--- src/rtl/irqsrc_pkg.sv ---
package irqsrc_pkg;
    localparam logic [7:0] PRIO_MASKED = 8'hFF;

    typedef struct packed {
        logic asserted;
        logic sent;
        logic rejected;
        logic mask_pend;
    } src_stat_t;

    typedef enum logic {
        SC_IDLE = 1'b0,
        SC_WALK = 1'b1
    } scan_state_t;
endpackage

--- src/rtl/irqsrc_slot.sv ---
module irqsrc_slot
    import irqsrc_pkg::*;
#(
    parameter int SRV_W    = 4,
    parameter bit IS_LEVEL = 1'b0
) (
    input  logic             clk,
    input  logic             rst_n,
    input  logic             irq,
    input  logic             cfg_hit,
    input  logic [SRV_W-1:0] cfg_server,
    input  logic [7:0]       cfg_prio,
    input  logic [7:0]       cfg_saved,
    input  logic             rej_hit,
    input  logic             eoi_hit,
    input  logic             scan_hit,
    input  logic             grant,
    output logic             req,
    output logic [SRV_W-1:0] server,
    output logic [7:0]       prio,
    output logic [7:0]       saved
);
    src_stat_t        stat_q, stat_d;
    logic             req_d;
    logic [SRV_W-1:0] srv_d;
    logic [7:0]       prio_d, saved_d;
    logic             irq_q;
    logic             masked;
    logic             eval;

    always_comb begin
        srv_d   = server;
        prio_d  = prio;
        saved_d = saved;
        stat_d  = stat_q;
        req_d   = req & ~grant;
        eval    = 1'b0;
        if (cfg_hit) begin
            srv_d   = cfg_server;
            prio_d  = cfg_prio;
            saved_d = cfg_saved;
        end
        masked = (prio_d == PRIO_MASKED);
        if (IS_LEVEL) begin
            eval            = (irq != stat_q.asserted) | cfg_hit | scan_hit;
            stat_d.asserted = irq;
            if (rej_hit || eoi_hit)
                stat_d.sent = 1'b0;
            if (masked && req_d) begin
                req_d       = 1'b0;
                stat_d.sent = 1'b0;
            end
            if (eval && !masked && irq && !stat_d.sent) begin
                stat_d.sent = 1'b1;
                req_d       = 1'b1;
            end
        end else begin
            if (rej_hit)
                stat_d.rejected = 1'b1;
            if (scan_hit && stat_d.rejected) begin
                stat_d.rejected = 1'b0;
                if (!masked)
                    req_d = 1'b1;
            end
            if (irq && !irq_q) begin
                if (masked)
                    stat_d.mask_pend = 1'b1;
                else
                    req_d = 1'b1;
            end
            if (masked && req_d) begin
                req_d            = 1'b0;
                stat_d.mask_pend = 1'b1;
            end
            if (cfg_hit && !masked && stat_d.mask_pend) begin
                stat_d.mask_pend = 1'b0;
                req_d            = 1'b1;
            end
        end
    end

    always_ff @(posedge clk) begin
        if (!rst_n) begin
            server <= '0;
            prio   <= PRIO_MASKED;
            saved  <= PRIO_MASKED;
            stat_q <= '0;
            req    <= 1'b0;
            irq_q  <= 1'b0;
        end else begin
            server <= srv_d;
            prio   <= prio_d;
            saved  <= saved_d;
            stat_q <= stat_d;
            req    <= req_d;
            irq_q  <= irq;
        end
    end
endmodule

--- src/rtl/irqsrc_scan.sv ---
module irqsrc_scan
    import irqsrc_pkg::*;
#(
    parameter int NUM_SRC = 8,
    localparam int IDX_W  = $clog2(NUM_SRC)
) (
    input  logic               clk,
    input  logic               rst_n,
    input  logic               resend,
    output logic [NUM_SRC-1:0] scan_hit,
    output logic               busy
);
    localparam logic [IDX_W-1:0] LAST = IDX_W'(NUM_SRC - 1);

    scan_state_t      st_q, st_d;
    logic [IDX_W-1:0] ptr_q, ptr_d;

    always_comb begin
        st_d  = st_q;
        ptr_d = ptr_q;
        unique case (st_q)
            SC_IDLE: begin
                if (resend) begin
                    st_d  = SC_WALK;
                    ptr_d = '0;
                end
            end
            SC_WALK: begin
                if (resend) begin
                    ptr_d = '0;
                end else if (ptr_q == LAST) begin
                    st_d  = SC_IDLE;
                    ptr_d = '0;
                end else begin
                    ptr_d = ptr_q + 1'b1;
                end
            end
            default: st_d = SC_IDLE;
        endcase
    end

    always_ff @(posedge clk) begin
        if (!rst_n) begin
            st_q  <= SC_IDLE;
            ptr_q <= '0;
        end else begin
            st_q  <= st_d;
            ptr_q <= ptr_d;
        end
    end

    always_comb begin
        scan_hit = '0;
        busy     = 1'b0;
        unique case (st_q)
            SC_IDLE: ;
            SC_WALK: begin
                busy            = 1'b1;
                scan_hit[ptr_q] = 1'b1;
            end
            default: ;
        endcase
    end
endmodule

--- src/rtl/irqsrc_arb.sv ---
module irqsrc_arb #(
    parameter int NUM_SRC = 8,
    parameter int SRV_W   = 4,
    parameter int NUM_W   = 24,
    parameter int BASE    = 'h1000,
    localparam int IDX_W  = $clog2(NUM_SRC)
) (
    input  logic               clk,
    input  logic               rst_n,
    input  logic [NUM_SRC-1:0] req,
    input  logic [SRV_W-1:0]   server [NUM_SRC],
    input  logic [7:0]         prio   [NUM_SRC],
    output logic [NUM_SRC-1:0] grant,
    output logic               offer_valid,
    output logic [SRV_W-1:0]   offer_server,
    output logic [NUM_W-1:0]   offer_num,
    output logic [7:0]         offer_prio
);
    logic [IDX_W-1:0] sel;
    logic             any;

    always_comb begin
        sel   = '0;
        any   = 1'b0;
        grant = '0;
        for (int i = NUM_SRC - 1; i >= 0; i--) begin
            if (req[i]) begin
                sel = IDX_W'(i);
                any = 1'b1;
            end
        end
        if (any)
            grant[sel] = 1'b1;
    end

    always_ff @(posedge clk) begin
        if (!rst_n) begin
            offer_valid  <= 1'b0;
            offer_server <= '0;
            offer_num    <= '0;
            offer_prio   <= '0;
        end else begin
            offer_valid  <= any;
            offer_server <= server[sel];
            offer_num    <= NUM_W'(BASE) + NUM_W'(sel);
            offer_prio   <= prio[sel];
        end
    end
endmodule

--- src/rtl/irq_src_ctl.sv ---
module irq_src_ctl
    import irqsrc_pkg::*;
#(
    parameter int NUM_SRC                  = 8,
    parameter int SRV_W                    = 4,
    parameter int NUM_W                    = 24,
    parameter int BASE                     = 'h1000,
    parameter logic [NUM_SRC-1:0] LEVEL_MASK = 8'hF0,
    localparam int IDX_W                   = $clog2(NUM_SRC)
) (
    input  logic               clk,
    input  logic               rst_n,
    input  logic [NUM_SRC-1:0] irq_in,
    input  logic               cfg_we,
    input  logic [IDX_W-1:0]   cfg_idx,
    input  logic [SRV_W-1:0]   cfg_server,
    input  logic [7:0]         cfg_prio,
    input  logic [7:0]         cfg_saved,
    input  logic               rej_valid,
    input  logic [NUM_W-1:0]   rej_num,
    input  logic               eoi_valid,
    input  logic [NUM_W-1:0]   eoi_num,
    input  logic               resend,
    output logic               offer_valid,
    output logic [SRV_W-1:0]   offer_server,
    output logic [NUM_W-1:0]   offer_num,
    output logic [7:0]         offer_prio
);
    logic [NUM_SRC-1:0] req_v, grant_v, scan_hit, mask_v;
    logic [NUM_SRC-1:0] cfg_hit, rej_hit, eoi_hit;
    logic [SRV_W-1:0]   srv_a   [NUM_SRC];
    logic [7:0]         prio_a  [NUM_SRC];
    logic [7:0]         saved_a [NUM_SRC];
    logic               scan_busy;

    for (genvar i = 0; i < NUM_SRC; i++) begin : g_src
        assign cfg_hit[i] = cfg_we && (cfg_idx == IDX_W'(i));
        assign rej_hit[i] = rej_valid && (rej_num == NUM_W'(BASE + i));
        assign eoi_hit[i] = eoi_valid && (eoi_num == NUM_W'(BASE + i));
        assign mask_v[i]  = (prio_a[i] == PRIO_MASKED);

        irqsrc_slot #(
            .SRV_W    (SRV_W),
            .IS_LEVEL (LEVEL_MASK[i])
        ) u_slot (
            .clk        (clk),
            .rst_n      (rst_n),
            .irq        (irq_in[i]),
            .cfg_hit    (cfg_hit[i]),
            .cfg_server (cfg_server),
            .cfg_prio   (cfg_prio),
            .cfg_saved  (cfg_saved),
            .rej_hit    (rej_hit[i]),
            .eoi_hit    (eoi_hit[i]),
            .scan_hit   (scan_hit[i]),
            .grant      (grant_v[i]),
            .req        (req_v[i]),
            .server     (srv_a[i]),
            .prio       (prio_a[i]),
            .saved      (saved_a[i])
        );
    end

    irqsrc_scan #(.NUM_SRC(NUM_SRC)) u_scan (
        .clk      (clk),
        .rst_n    (rst_n),
        .resend   (resend),
        .scan_hit (scan_hit),
        .busy     (scan_busy)
    );

    irqsrc_arb #(
        .NUM_SRC (NUM_SRC),
        .SRV_W   (SRV_W),
        .NUM_W   (NUM_W),
        .BASE    (BASE)
    ) u_arb (
        .clk          (clk),
        .rst_n        (rst_n),
        .req          (req_v),
        .server       (srv_a),
        .prio         (prio_a),
        .grant        (grant_v),
        .offer_valid  (offer_valid),
        .offer_server (offer_server),
        .offer_num    (offer_num),
        .offer_prio   (offer_prio)
    );
endmodule

--- config.mk ---
export PLATFORM = sky130hd
export DESIGN_NAME = irq_src_ctl
export DESIGN_NICKNAME = d
export VERILOG_FILES = /design/src/rtl/irqsrc_pkg.sv /design/src/rtl/irqsrc_slot.sv /design/src/rtl/irqsrc_scan.sv /design/src/rtl/irqsrc_arb.sv /design/src/rtl/irq_src_ctl.sv
export SDC_FILE = /design/constraint.sdc
export NUM_CORES = 1
export LEC_CHECK = 0
export ABC_CLOCK_PERIOD_IN_PS = 3700
export CAP_MARGIN = 20
export CORE_MARGIN = 1.5
export CORE_UTILIZATION = 49
export DETAILED_ROUTE_END_ITERATION = 8
export DONT_BUFFER_PORTS = 1
export SETUP_SLACK_MARGIN = 0.1
export SLEW_MARGIN = 25
export SYNTH_ARGS = -nofsm -noshare
export SYNTH_HDL_FRONTEND = slang
export SYNTH_SLANG_ARGS = --single-unit
--- constraint.sdc ---
create_clock -name clk -period 3.7 [get_ports clk]
set_input_delay 0.925 -clock clk [delete_from_list [all_inputs] [get_ports clk]]
set_output_delay 0.925 -clock clk [all_outputs]
set_load 0.05 [all_outputs]
==> results.cfg <==
[run_status]
status = finished clean

[placed_design]
port_buffers = 0
hpwlAfterDp_um = 12300
routabilityCongestion = 0.820

[synth]
synth.distinct_cells = 43
syn_inst = 827
synth-adder-area-share = 0.00386
synthSimpleGateAreaFrac = 0.284
yosysSeqAreaShare = 0.447
synth_xor_area_frac = 0
synth-edff-count = 0
synth_top_family_by_area = simple AND/OR/NAND/NOR gates
synth_warnings = 0
synthFlopType = dfxtp_1
ys_ff_latch = 145
postSynth.asyncResetShare = 0
synth_compound_area_frac = 0.117
avgSynthCellArea_um2 = 7.85
muxShareOfSynthArea = 0.0771
syn-cell-area_um2 = 6490

[run]
maxCapViolCount = 0

[floorplanning]
start_util = 0.508
core-area_um2 = 12800
row_count = 41
die_y_um = 118
ios = 122
die_w_um = 118
dieArea_um2 = 13900

[clocking]
clock_path_buffers = 2
cts-root-buf = clkbuf_16
path_clk_slew_ps = 60
clkLatencyLatePin_ps = 430
htreeDepth = 4
cts.sink_count = 145
postCtsResizedCells = 0
hold_buffers = 0
cts_setup_buffers = 0
cts_tree = yes
cts_buffers = 17

[finish]
seq_area_um2 = 2900
n_antenna_cell = 0
multi_input_area_um2 = 3220
fill_cells = 1209
drive_above_1_share = 0.0725
nets = 889
fin_util = 0.558
syn_to_final_growth_pct = 9.83

[timing]
fin_skew_ps = 5.17
setup_viol = 0
min_period_ps = 2270
rsz0062_at_grt = false
slew_violations = 0
finalSetupTns_ps = 0
tightest_slew_ps = 857
slew_headroom = 0.426
clock.fmax_ghz = 0.440
min_period_over_period = 0.614
hold_violations = 0

[power_and_ir_drop]
intPower_w = 0.00299
power_switching_w = 0.00110
clockPowerShare = 0.444
seqPwrFrac = 0.443
ir_drop_mv = 0.457
p_sw_frac = 0.270
leakagePower_nw = 3.03
pwr-share-comb = 0.112
pwr_density_cell_nw_per_um2 = 574

[critical_path]
crit_required_ps = 4020
startpoint_type = flip-flop
worst-setup-path-type = flip-flop to flip-flop
crit_fanout = 9
cp-startpoint = g_src[2].u_slot.req
rr_worst_depth = 6
arrival_ps = 2590
end_kind = flip-flop
reg2reg_from = g_src[2].u_slot.req

[routing]
drc = 0
vias_per_cell = 5.78
vias = 5703
routed-wl-met3_um = 1390
wl_met2_um = 8450
dr.pass1.iters = 6
detail_route.wirelength.met1_um = 7660
highest_layer = met4
wl_per_cell_um = 18.1
drt_wl_total_um = 17900
ant_nets = 0
drt_iter0_markers = 579

[grt]
grt_max_degree = 101
grt_pass1_vias = 5296
grt_use_total = 0.259
overflow = 0
grt_antenna_before_repair = 0
grt_pass1_wl_um = 27900

[worst_hold_path]
holdPathStages = 2
hold_path.startpoint = g_src[2].u_slot.server[0]
hold_path.class = flip-flop to flip-flop
## power groups by stage
stage | sequential (W) | clock [W] | combinational, W
6_report | 0.00182 | 0.00182 | 0.000459
4_1_cts | 0.00182 | 0.00183 | 0.000456
5_1_grt | 0.00182 | 0.00190 | 0.000496
3_3_place_gp | 0.00185 | 0 | 0.000445
3_5_place_dp | 0.00185 | 0 | 0.000454
2_1_floorplan | 0.00183 | 0 | 0.000413
## critical path, cell delays in order (launching register included)
cell and delay, ps:
dfxtp_1 380, nor4_2 530, o211ai_1 420, buf_2 320
o21ai_0 230, o21ai_0 120, and3_1 170
## layout make-up
type | count | share of cell area
tap | 172 | 0.0302
sequential | 145 | 0.407
multi-input combinational | 610 | 0.452
inverter | 13 | 0.00685
clock buffer | 21 | 0.0660
clock inverter | 10 | 0.0221
timing repair buffer | 15 | 0.0154
## cell usage after synthesis (13+ instances only)
library cell | count | area share
buf_4 | 24 | 0.028
dfxtp_1 | 145 | 0.45
nor2_1 | 31 | 0.018
nand3_1 | 69 | 0.053
o21ai_0 | 33 | 0.025
o22ai_1 | 13 | 0.013
nor3_1 | 17 | 0.013
nand2_1 | 226 | 0.13
a21oi_1 | 56 | 0.043
nand4_1 | 21 | 0.020
clkbuf_1 | 44 | 0.025
mux2i_1 | 50 | 0.077
## path summary, 6_finish.rpt
path                                to  slack, ps
max                g_src[6].u_slot.req       1430
min          g_src[2].u_slot.server[0]        450
max reg2reg        g_src[6].u_slot.req       1430
min reg2reg  g_src[2].u_slot.server[0]        450
## placed cells by master (no fill, tap or decap), types with 4 or more instances in the layout
cell type    n
conb_1      20
mux2i_1     50
nor4_1       7
nor2_1      31
and3_1       7
clkinv_2     4
and2_1       6
o22ai_1     13
nand3_1     69
o221ai_1    12
o21ai_0     33
dfxtp_1    145
clkbuf_16   17
nand2b_1     7
nand2_1    226
nand4_1     21
nor3_1      16
a21oi_1     56
nor2b_1      4
inv_1       11
o211ai_1     5
bufinv_16    4
buf_4       14
## metrics by stage
stage | cells | hold WS [ps] | setup WS, ps | cell area (µm²) | total power [W]
after floorplan | 846 | 436 | 1410 | 6560 | 0.00225
after global placement | 954 | 441 | 1310 | 6490 | 0.00229
after detailed placement | 955 | 446 | 1280 | 6500 | 0.00230
after CTS | 986 | 454 | 1470 | 7130 | 0.00410
after global routing | 986 | 473 | 1280 | 7130 | 0.00422
final | 986 | 453 | 1430 | 7130 | 0.00409
## logic make-up (layout without fill, tap and decap cells)
group                      count (synthesis)  count (layout)
other                                      1              20
adders and majority gates                  2               2
DFF                                      145             145
buffers and inverters                     91              59
AOI/OAI and AO/OA                        130             130
muxes                                     50              50
and+or+nand+nor                          408             408
## layer usage
metal,up-vias,global-route usage
met5,-,0
met4,0,0.0899
met3,34,0.0649
met2,238,0.419
met1,2682,0.335
li1,2749,-
## state kept, by name (all words and copies together), names as in the netlist
name,count
u_scan.st_q,1
g_src.u_slot.req,8
u_arb.offer_num,4
g_src.u_slot.server,32
g_src.u_slot.stat_q,16
u_scan.ptr_q,3
u_arb.offer_valid,1
g_src.u_slot.prio,64
u_arb.offer_server,4
g_src.u_slot.irq_q,4
u_arb.offer_prio,8
Power figures use the tool's default switching activity.
